===== src/rtl/bist_lfsr_pkg.sv =====
package bist_lfsr_pkg;

  typedef enum logic [1:0] {
    MODE_LOAD = 2'd0,
    MODE_GEN  = 2'd1,
    MODE_SIG  = 2'd2
  } lfsr_mode_e;

  // Feedback tap mask per width: bit k set means stage k+1 feeds stage 1.
  // Every entry is a primitive polynomial; zero marks an unsupported width.
  function automatic logic [31:0] tap_mask(input int w);
    case (w)
      3:       return 32'h0000_0006;
      4:       return 32'h0000_000C;
      5:       return 32'h0000_0014;
      6:       return 32'h0000_0030;
      7:       return 32'h0000_0060;
      8:       return 32'h0000_00B8;
      9:       return 32'h0000_0110;
      10:      return 32'h0000_0240;
      11:      return 32'h0000_0500;
      12:      return 32'h0000_0829;
      16:      return 32'h0000_D008;
      default: return 32'h0000_0000;
    endcase
  endfunction

endpackage


===== src/rtl/bist_lfsr_mode_dec.sv =====
module bist_lfsr_mode_dec
  import bist_lfsr_pkg::*;
(
  input  logic       sel_func,
  input  logic       sel_path,
  input  logic       sel_sig,
  output lfsr_mode_e mode
);

  // Normal load wins whenever either of the first two selects is high.
  always_comb begin
    if (sel_func || sel_path) begin
      mode = MODE_LOAD;
    end else if (sel_sig) begin
      mode = MODE_SIG;
    end else begin
      mode = MODE_GEN;
    end
  end

endmodule


===== src/rtl/bist_lfsr_next.sv =====
module bist_lfsr_next
  import bist_lfsr_pkg::*;
#(
  parameter int              WIDTH = 3,
  parameter logic [WIDTH-1:0] TAPS = 3'b110
) (
  input  lfsr_mode_e       mode,
  input  logic [WIDTH-1:0] cur,
  input  logic [WIDTH-1:0] din,
  output logic [WIDTH-1:0] nxt
);

  localparam logic [WIDTH-1:0] ONE = WIDTH'(1);

  logic             fb;
  logic [WIDTH-1:0] shifted;

  assign fb = ^(cur & TAPS);

  // Stage 0 takes the feedback; every later stage takes its predecessor.
  for (genvar i = 0; i < WIDTH; i++) begin : g_stage
    if (i == 0) begin : g_head
      assign shifted[i] = fb;
    end else begin : g_tail
      assign shifted[i] = cur[i-1];
    end
  end

  always_comb begin
    case (mode)
      MODE_LOAD: nxt = din;
      MODE_SIG:  nxt = shifted ^ din;
      MODE_GEN:  nxt = (cur == '0) ? ONE : shifted;
      default:   nxt = din;
    endcase
  end

endmodule


===== src/rtl/bist_lfsr_reg.sv =====
module bist_lfsr_reg
  import bist_lfsr_pkg::*;
#(
  parameter int              WIDTH      = 3,
  parameter logic [WIDTH-1:0] RESET_SEED = WIDTH'(1)
) (
  input  logic             clk,
  input  logic             rst,
  input  logic             seed_ld,
  input  logic [WIDTH-1:0] seed_val,
  input  logic [WIDTH-1:0] din,
  input  logic             sel_func,
  input  logic             sel_path,
  input  logic             sel_sig,
  output logic [WIDTH-1:0] q
);

  localparam logic [WIDTH-1:0] TAPS = WIDTH'(tap_mask(WIDTH));
  localparam logic [WIDTH-1:0] ONE  = WIDTH'(1);

  // Elaboration-time guards.
  if (TAPS == '0) begin : g_bad_width
    $error("bist_lfsr_reg: no feedback taps defined for this WIDTH");
  end
  if (RESET_SEED == '0) begin : g_bad_seed
    $error("bist_lfsr_reg: RESET_SEED must be nonzero");
  end

  lfsr_mode_e       mode;
  logic [WIDTH-1:0] nxt;
  logic [WIDTH-1:0] seed_eff;
  logic [WIDTH-1:0] state_q;

  bist_lfsr_mode_dec u_dec (
    .sel_func (sel_func),
    .sel_path (sel_path),
    .sel_sig  (sel_sig),
    .mode     (mode)
  );

  bist_lfsr_next #(
    .WIDTH (WIDTH),
    .TAPS  (TAPS)
  ) u_next (
    .mode (mode),
    .cur  (state_q),
    .din  (din),
    .nxt  (nxt)
  );

  assign seed_eff = (seed_val == '0) ? ONE : seed_val;

  always_ff @(posedge clk) begin
    if (rst) begin
      state_q <= RESET_SEED;
    end else if (seed_ld) begin
      state_q <= seed_eff;
    end else begin
      state_q <= nxt;
    end
  end

  assign q = state_q;

endmodule


===== config.mk =====
export PLATFORM = sky130hd
export DESIGN_NAME = bist_lfsr_reg
export DESIGN_NICKNAME = d
export VERILOG_FILES = /design/src/rtl/bist_lfsr_pkg.sv /design/src/rtl/bist_lfsr_mode_dec.sv /design/src/rtl/bist_lfsr_next.sv /design/src/rtl/bist_lfsr_reg.sv
export SDC_FILE = /design/constraint.sdc
export NUM_CORES = 1
export LEC_CHECK = 0
export BUFFER_PORTS_ARGS = -buffer_cell sky130_fd_sc_hd__clkbuf_2
export CORE_AREA = 8 8 45 47
export CTS_CLUSTER_SIZE = 8
export DETAILED_ROUTE_END_ITERATION = 10
export DIE_AREA = 0 0 53 55
export GPL_TIMING_DRIVEN = 0
export PLACE_DENSITY_LB_ADDON = 0.3
export SKIP_CTS_REPAIR_TIMING = 1
export SLEW_MARGIN = 25
export SYNTH_ARGS = -nofsm -noshare
export SYNTH_HDL_FRONTEND = slang
export SYNTH_SLANG_ARGS = --single-unit

===== constraint.sdc =====
create_clock -name clk -period 2.9 [get_ports clk]
set_clock_uncertainty 0.1 [all_clocks]
set_input_delay 0.145 -clock clk [delete_from_list [all_inputs] [get_ports clk]]
set_output_delay 0.145 -clock clk [all_outputs]
set_load 0.01 [all_outputs]

======== Word-level counts from Yosys, hierarchy flattened ========
Cells that the tools add are included.
operators by class
  bitwise logic cells ..................... 1
  reductions and logical operators ........ 4
  multiplexer cells ....................... 6
  equal/unequal tests ..................... 2
operators by type and width
  cell                                                  number
  2-to-1 mux 3 bit                                      3
  logical NOT 3 bit                                     2
  one-hot mux 3 bit (2 select lines)                    1
  2-to-1 mux 2 bit                                      2
  XOR reduction 3 bit                                   1
  bitwise XOR 3 bit                                     1
  equality test 2 x 1 -> 1 bit (second input constant)  1
  equality test 2 bit (second input constant)           1
  logical OR 1 bit                                      1
word-level totals
  output and inout bits ................... 3
  logic and storage cells ................. 14
  register bits ........................... 3
  input bits .............................. 12

======== Depth between registers and ports, before layout ========
Gate-level depths: netlist of run 1.
  word-level depth ........................ 5
  depth in mapped cells ................... 3
  gate-level depth less buffers ........... 3

======== Cells and area by module ========
From an unflattened synthesis of run 1, not the netlist that was laid out.
unflattened totals
  cell total of the unflattened synthesis .. 36
  area total of the unflattened synthesis .. 285.3 um^2
by module, submodules not included
  module              area each (um^2)  cells each  seq. area each (um^2)  times used
  bist_lfsr_next      147.6             23          0.0                    1
  bist_lfsr_reg       115.1             11          60.1                   1
  bist_lfsr_mode_dec  22.5              2           0.0                    1

======== Worst setup path after synthesis of run 1 ========
OpenSTA, ideal clock, no wires.
  path type ............................... register to register
  start ................................... register state_q[1] (netlist: q[1])
  end ..................................... register state_q[0] (netlist: q[0])
  setup slack ............................. 1,510 ps
  data required time ...................... 2,676 ps
  cell stages (with the launch flop) ...... 4
  arrival ................................. 1,167 ps
  period minus slack after synthesis ...... 1,390 ps
  setup time .............................. 124 ps
  buffers on the path ..................... 0
  path through ............................ dfxtp_1 xor3_1 a221oi_2 o31ai_2
on the way
  word-level cells in the longest chain between the ends .. 4
ends and longest elaborated chain
  what                                                      RTL line                                    source
  start: declaration                                        bist_lfsr_reg.sv:32                         logic [WIDTH-1:0] state_q;
  start signal: assignment                                  bist_lfsr_reg.sv:59                         state_q <= nxt;
  XOR reduction 3 bit or logical NOT 3 bit (tied branches)  bist_lfsr_next.sv:18, bist_lfsr_next.sv:33
  2-to-1 mux 3 bit or bitwise XOR 3 bit (tied branches)     bist_lfsr_next.sv:33, bist_lfsr_next.sv:32
  one-hot mux 3 bit (2 select lines) *                      bist_lfsr_next.sv:30                        case (mode)
  2-to-1 mux 3 bit *                                        bist_lfsr_reg.sv:56                         end else if (seed_ld) begin
Every way passes the cells marked *; elsewhere a longest branch is shown, timed or not.
A chain may end at the register's enable or synchronous reset.

======== Final worst setup path of run 1 ========
Same ends and word-level chain as after synthesis.

==> flow_metrics.env, run 1 <==
export IMPL_run_status="complete, no violations"
export IMPL_start_util_pct=16.7
export IMPL_numCtsBuffers=3
export IMPL_grt_pass1_wl_mm=1.07
export IMPL_crit_chain="xor3_1 > a221oi_2 > o31ai_2"
export IMPL_synth_compound_area_share_pct=35.7
export IMPL_leakage_nw=0.163
export IMPL_fmax_mhz=717
export IMPL_r2r_cells=3
export IMPL_drive_above_1_share_pct=46.7
export IMPL_hold_viol=0
export IMPL_tns_ps=0
export IMPL_largest_reg_flops=3
export IMPL_startpoint_type="flop"
export IMPL_final_cells=61
export IMPL_synth_largest_area_cell="dfxtp_1"
export IMPL_grt_overflow=0
export IMPL_grt_pass1_vias=303
export IMPL_cp_end_kind="flop"
export IMPL_syn_area_um2=231
export IMPL_cpPeakStageDelay_ps=440
export IMPL_antenna_found_initial=0
export IMPL_gp_congestion=0.732
export IMPL_netlist_cell_type_count=18
export IMPL_whs_path_depth=2
export IMPL_syn_nets=39
export IMPL_yosys_warnings=0
export IMPL_cts_htree_levels=1
export IMPL_r2r_setup_slack_ps=1510
export IMPL_synthXorXnorAreaFrac_pct=10.3
export IMPL_path_buf_inv=0
export IMPL_synthSimpleGateAreaFrac_pct=26.5
export IMPL_synthMuxAreaShare_pct=0
export IMPL_p_sw_share_pct=26.2
export IMPL_coreArea_um2=1380
export IMPL_wl_per_cell_um=10.2
export IMPL_ant_nets=0
export IMPL_drc=0
export IMPL_totalPowerFinal_mw=0.159
export IMPL_cap_violations=0
export IMPL_area_growth_synth_to_final_pct=50.3
export IMPL_nets=58
export IMPL_pwr_share_comb_pct=23.2
export IMPL_syn_inst=27
export IMPL_relSlewSlack_pct=85.8
export IMPL_synth_seq_cells=3
export IMPL_drtIter0Drc=7
export IMPL_critPathTopFamily="XOR/XNOR gates"
export IMPL_cp_max_fo=6
export IMPL_power_switching_mw=0.0417
export IMPL_hp_start="rst"
export IMPL_fin_crit_sh_pct=48.1
export IMPL_synthTopCellsByArea="dfxtp_1 (26%), xor3_1 (10%), o21ai_0 (6.5%)"
export IMPL_synth_top_family_by_area="compound AO/OA/AOI/OAI gates"
export IMPL_crit_slowest_cell="xor3_1"
export IMPL_r2r_end="q[0]"
export IMPL_pwr_share_seq_pct=30.5
export IMPL_hold_class="primary input to flop"
export IMPL_synth_top_area_share_pct=25.9
export IMPL_utilization_pct=25.1
export IMPL_die_x_um=53
export IMPL_grt_max_degree=7
export IMPL_fin_crit_ps=1390
export IMPL_clockRootBuffer="clkbuf_4"
export IMPL_syn_avg_cell_area_um2=8.57
export IMPL_die_y_um=55
export IMPL_clkPwrFrac_pct=46.3
export IMPL_grt_setup_unrepaired="no"
export IMPL_viasPerCell=4.51
export IMPL_rows=14
export IMPL_worstSetupPathType="flop to flop"
export IMPL_clk_pin_slew_worst_paths_ps=40
export IMPL_synthAdderAreaFrac_pct=0
export IMPL_ys_seq_area_share_pct=25.9
export IMPL_cts_tree="built"
export IMPL_cts_path_max_buffers=2
export IMPL_dieArea_um2=2920
export IMPL_io_pins=15
export IMPL_final_common_cell="clkbuf_2"
export IMPL_vias=275
export IMPL_clock_sinks=3
export IMPL_report_final_slew_viol_count=0
export IMPL_peakVddDrop_mv=0.119
export IMPL_fin_area_um2=348
export IMPL_power_density_nw_per_um2=457
export IMPL_worstSkewPairLatency_ps=230
export IMPL_cp_required_ps=2910
export IMPL_diodes=0
export IMPL_track_usage_pct=4.97
export IMPL_r2r_start="q[1]"
export IMPL_p_int_mw=0.117
export IMPL_min_to="q[2]"
export IMPL_crit_arrival_ps=1410
export IMPL_numPortBuffers=14
export IMPL_dpl_cell_area_um2=322
export IMPL_dp_cells=57
export IMPL_first_pass_iters=4
export IMPL_setup_viol=0
export IMPL_most_common_layout_cells="clkbuf_2 (14), o21ai_0 (3), nor2_1 (3), clkbuf_4 (3), dfxtp_1 (3)"
export IMPL_tightest_slew_ps=212
export IMPL_wl_um=621
## worst reg2reg max path: stages, from the launching register on
cell and delay, ps:
dfxtp_1 390, xor3_1 440, a221oi_2 250, o31ai_2 90
## synth_stat cells
| library cell | count |
|---|---|
| o31ai_2 | 1 |
| or3b_1 | 1 |
| a21oi_1 | 2 |
| inv_1 | 1 |
| dfxtp_1 | 3 |
| and2b_2 | 1 |
| o21ai_0 | 3 |
| or2_2 | 1 |
| a221oi_2 | 1 |
| nor2_1 | 3 |
| nand3_1 | 1 |
| nor2b_1 | 2 |
| nand2_1 | 1 |
| a31oi_1 | 1 |
| a311oi_1 | 1 |
| o21bai_1 | 2 |
| xor3_1 | 1 |
| nor3_1 | 1 |
## layout make-up
| class | instances | area [um2] |
|---|---|---|
| fillers | 164 | 1040 |
| well taps | 16 | 20.0 |
| repair buffers | 14 | 70.1 |
| multi-input cells | 23 | 168 |
| clock buffers | 4 | 26.3 |
| inverters | 1 | 3.75 |
| flip-flops and latches | 3 | 60.1 |
## power groups by stage
stage	sequential, mW	clock [mW]	combinational (mW)
2_1_floorplan	0.0500	0	0.0201
3_3_place_gp	0.0494	0	0.0374
3_5_place_dp	0.0494	0	0.0376
4_1_cts	0.0488	0.0769	0.0377
5_1_grt	0.0496	0.0793	0.0413
6_report	0.0485	0.0736	0.0368
## per-stage QoR
stage | worst slack, ps | hold slack [ps]
3_3_place_gp | 1490 | 245
4_1_cts | 1480 | -1.92
2_1_floorplan | 1510 | 117
3_5_place_dp | 1490 | 248
5_1_grt | 1410 | 16.5
6_report | 1510 | 3.87
## per-layer routing
layer / up-vias / GRT usage, % / routed length, um / share of wire (%)
li1: 139 / - / - / -
met3: 0 / 2.94 / 67 / 11
met5: - / 0 / 0 / 0
met2: 12 / 7.42 / 287 / 46
met1: 124 / 5.02 / 266 / 43
met4: 0 / 3.88 / 0 / 0
## kinds of logic after synthesis
logic type | count (synthesis)
and+or+nand+nor | 11
xor gates and xnor gates | 1
buffers and inverters | 1
AOI/OAI and AO/OA | 11
DFF | 3
## how the worst max path moves through the flow
| stage | slack [ps] | startpoint | cells after the start | to |
|---|---|---|---|---|
| 5_1_grt | 1410 | q[1] | 3 | q[0] |
| 6_report | 1510 | q[1] | 3 | q[0] |
| 4_1_cts | 1480 | q[1] | 3 | q[0] |
| 3_3_place_gp | 1490 | q[1] | 3 | q[0] |
| 3_5_place_dp | 1490 | q[1] | 3 | q[0] |
| 2_1_floorplan | 1510 | q[1] | 3 | q[0] |
Note: power is estimated with default switching activity, not from simulation.
==> inputs of run 2 (changes only) <==
==> constraint.sdc (replaced) <==
create_clock -name clk -period 1.2 [get_ports clk]
set_clock_uncertainty 0.1 [all_clocks]
set_input_delay 0.06 -clock clk [delete_from_list [all_inputs] [get_ports clk]]
set_output_delay 0.06 -clock clk [all_outputs]
set_load 0.01 [all_outputs]
==> flow_metrics.env, run 2 (synthesized netlist as in run 1, its figures left out) <==
export IMPL_run_status="finished, violations left"
export IMPL_violations="negative setup slack"
export IMPL_cts_tree="built"
export IMPL_wl_um=686
export IMPL_die_x_um=53
export IMPL_wl_per_cell_um=10.9
export IMPL_io_pins=15
export IMPL_relSlewSlack_pct=83.5
export IMPL_rows=14
export IMPL_diodes=0
export IMPL_fmax_mhz=757
export IMPL_path_buf_inv=0
export IMPL_first_pass_iters=2
export IMPL_cpPeakStageDelay_ps=380
export IMPL_cp_required_ps=1210
export IMPL_viasPerCell=4.35
export IMPL_final_common_cell="clkbuf_2"
export IMPL_fill_cells=150
export IMPL_cp_end_kind="flop"
export IMPL_clockRootBuffer="clkbuf_4"
export IMPL_grt_pass1_wl_mm=1.06
export IMPL_nets=60
export IMPL_drc=0
export IMPL_grt_pass1_vias=275
export IMPL_fin_crit_sh_pct=110
export IMPL_peakVddDrop_mv=0.159
export IMPL_dieArea_um2=2920
export IMPL_crit_slowest_cell="or3b_1"
export IMPL_largest_reg_flops=3
export IMPL_multi_input_comb_area_um2=168
export IMPL_worstSkewPairLatency_ps=240
export IMPL_gp_congestion=0.665
export IMPL_start_util_pct=16.7
export IMPL_drive_above_1_share_pct=51.1
export IMPL_grt_max_degree=7
export IMPL_antenna_found_initial=0
export IMPL_setup_viol=1
export IMPL_clock_sinks=3
export IMPL_most_common_layout_cells="clkbuf_2 (14), o21ai_0 (3), nor2_1 (3), clkbuf_4 (3), dfxtp_2 (3)"
export IMPL_leakage_nw=0.171
export IMPL_fin_ws_ps=-121
export IMPL_numCtsBuffers=3
export IMPL_startpoint_type="flop"
export IMPL_numPortBuffers=14
export IMPL_crit_arrival_ps=1330
export IMPL_seqCellArea_um2=63.8
export IMPL_utilization_pct=26.9
export IMPL_hold_viol=0
export IMPL_area_growth_synth_to_final_pct=60.5
export IMPL_cap_violations=0
export IMPL_die_y_um=55
export IMPL_cp_max_fo=4
export IMPL_ant_nets=0
export IMPL_track_usage_pct=5.14
export IMPL_critPathTopFamily="simple AND/OR/NAND/NOR gates"
export IMPL_coreArea_um2=1380
export IMPL_drtIter0Drc=3
export IMPL_cts_path_max_buffers=2
export IMPL_grt_overflow=0
export IMPL_cts_htree_levels=1
export IMPL_crit_chain="or3b_1 > a221oi_2 > o31ai_2"
export IMPL_place_hpwl_um=570
export IMPL_vias=274
export IMPL_report_final_slew_viol_count=0
export IMPL_grt_setup_unrepaired="yes"
export IMPL_clk_pin_slew_worst_paths_ps=40
export IMPL_fin_crit_ps=1320
export IMPL_hold_class="primary input to flop"
export IMPL_tightest_slew_ps=245
export IMPL_tns_ps=-121
export IMPL_power_density_nw_per_um2=1060
export IMPL_worstSetupPathType="flop to flop"
-- run 2: changes by cell type in the layout (fill, tap and decap cells not counted), sizes merged --
cell,change
dlygate4sd3,+2
-- run 2: worst paths after layout --
| kind | from | endpoint | slack [ps] | cells past startpoint |
|---|---|---|---|---|
| setup / recovery | q[2] | q[0] | -120 | 3 |
| hold / removal | din[1] | q[1] | 3 | 3 |
| setup reg to reg | q[2] | q[0] | -120 | 3 |
| hold reg to reg | q[0] | q[1] | 410 | 2 |
-- run 2: final cells by class --
class / count / area share (%)
multi-input combinational: 23 / 45.1
clock buffer: 4 / 7.07
tap: 16 / 5.39
timing repair buffer: 16 / 24.2
sequential: 3 / 17.2
inverter: 1 / 1.01
-- run 2: layer usage --
| metal | vias up | share of wire (%) | track usage, % |
|---|---|---|---|
| li1 | 141 | - | - |
| met3 | 0 | 8.9 | 1.34 |
| met1 | 123 | 49 | 6.08 |
| met4 | 0 | 0 | 6.47 |
| met2 | 10 | 42 | 6.64 |
| met5 | - | 0 | 0 |
-- run 2: stage by stage --
stage                     power (mW)  setup slack, ps  instance area, um2  instances  hold slack, ps
after floorplan                0.170            -79.6                 235         27            24.7
after global placement         0.210             -109                 325         57             164
after detailed placement       0.211             -107                 325         57             163
after CTS                      0.401             -119                 352         61           -92.4
after global routing           0.425             -183                 372         63            25.8
final                          0.394             -121                 372         63            2.95
-- run 2: report_power, final --
part | leakage (nW) | switching, mW | total, mW | internal (mW)
Clock | 0.0150 | 0.0562 | 0.181 | 0.125
Combinational | 0.131 | 0.0399 | 0.0933 | 0.0534
Sequential | 0.0253 | 0.00978 | 0.120 | 0.110
-- run 2: worst min-delay path, delay by kind of cell --
family	cells	cell delay, ps
buffers and inverters	1	90
AOI/OAI and AO/OA	2	140
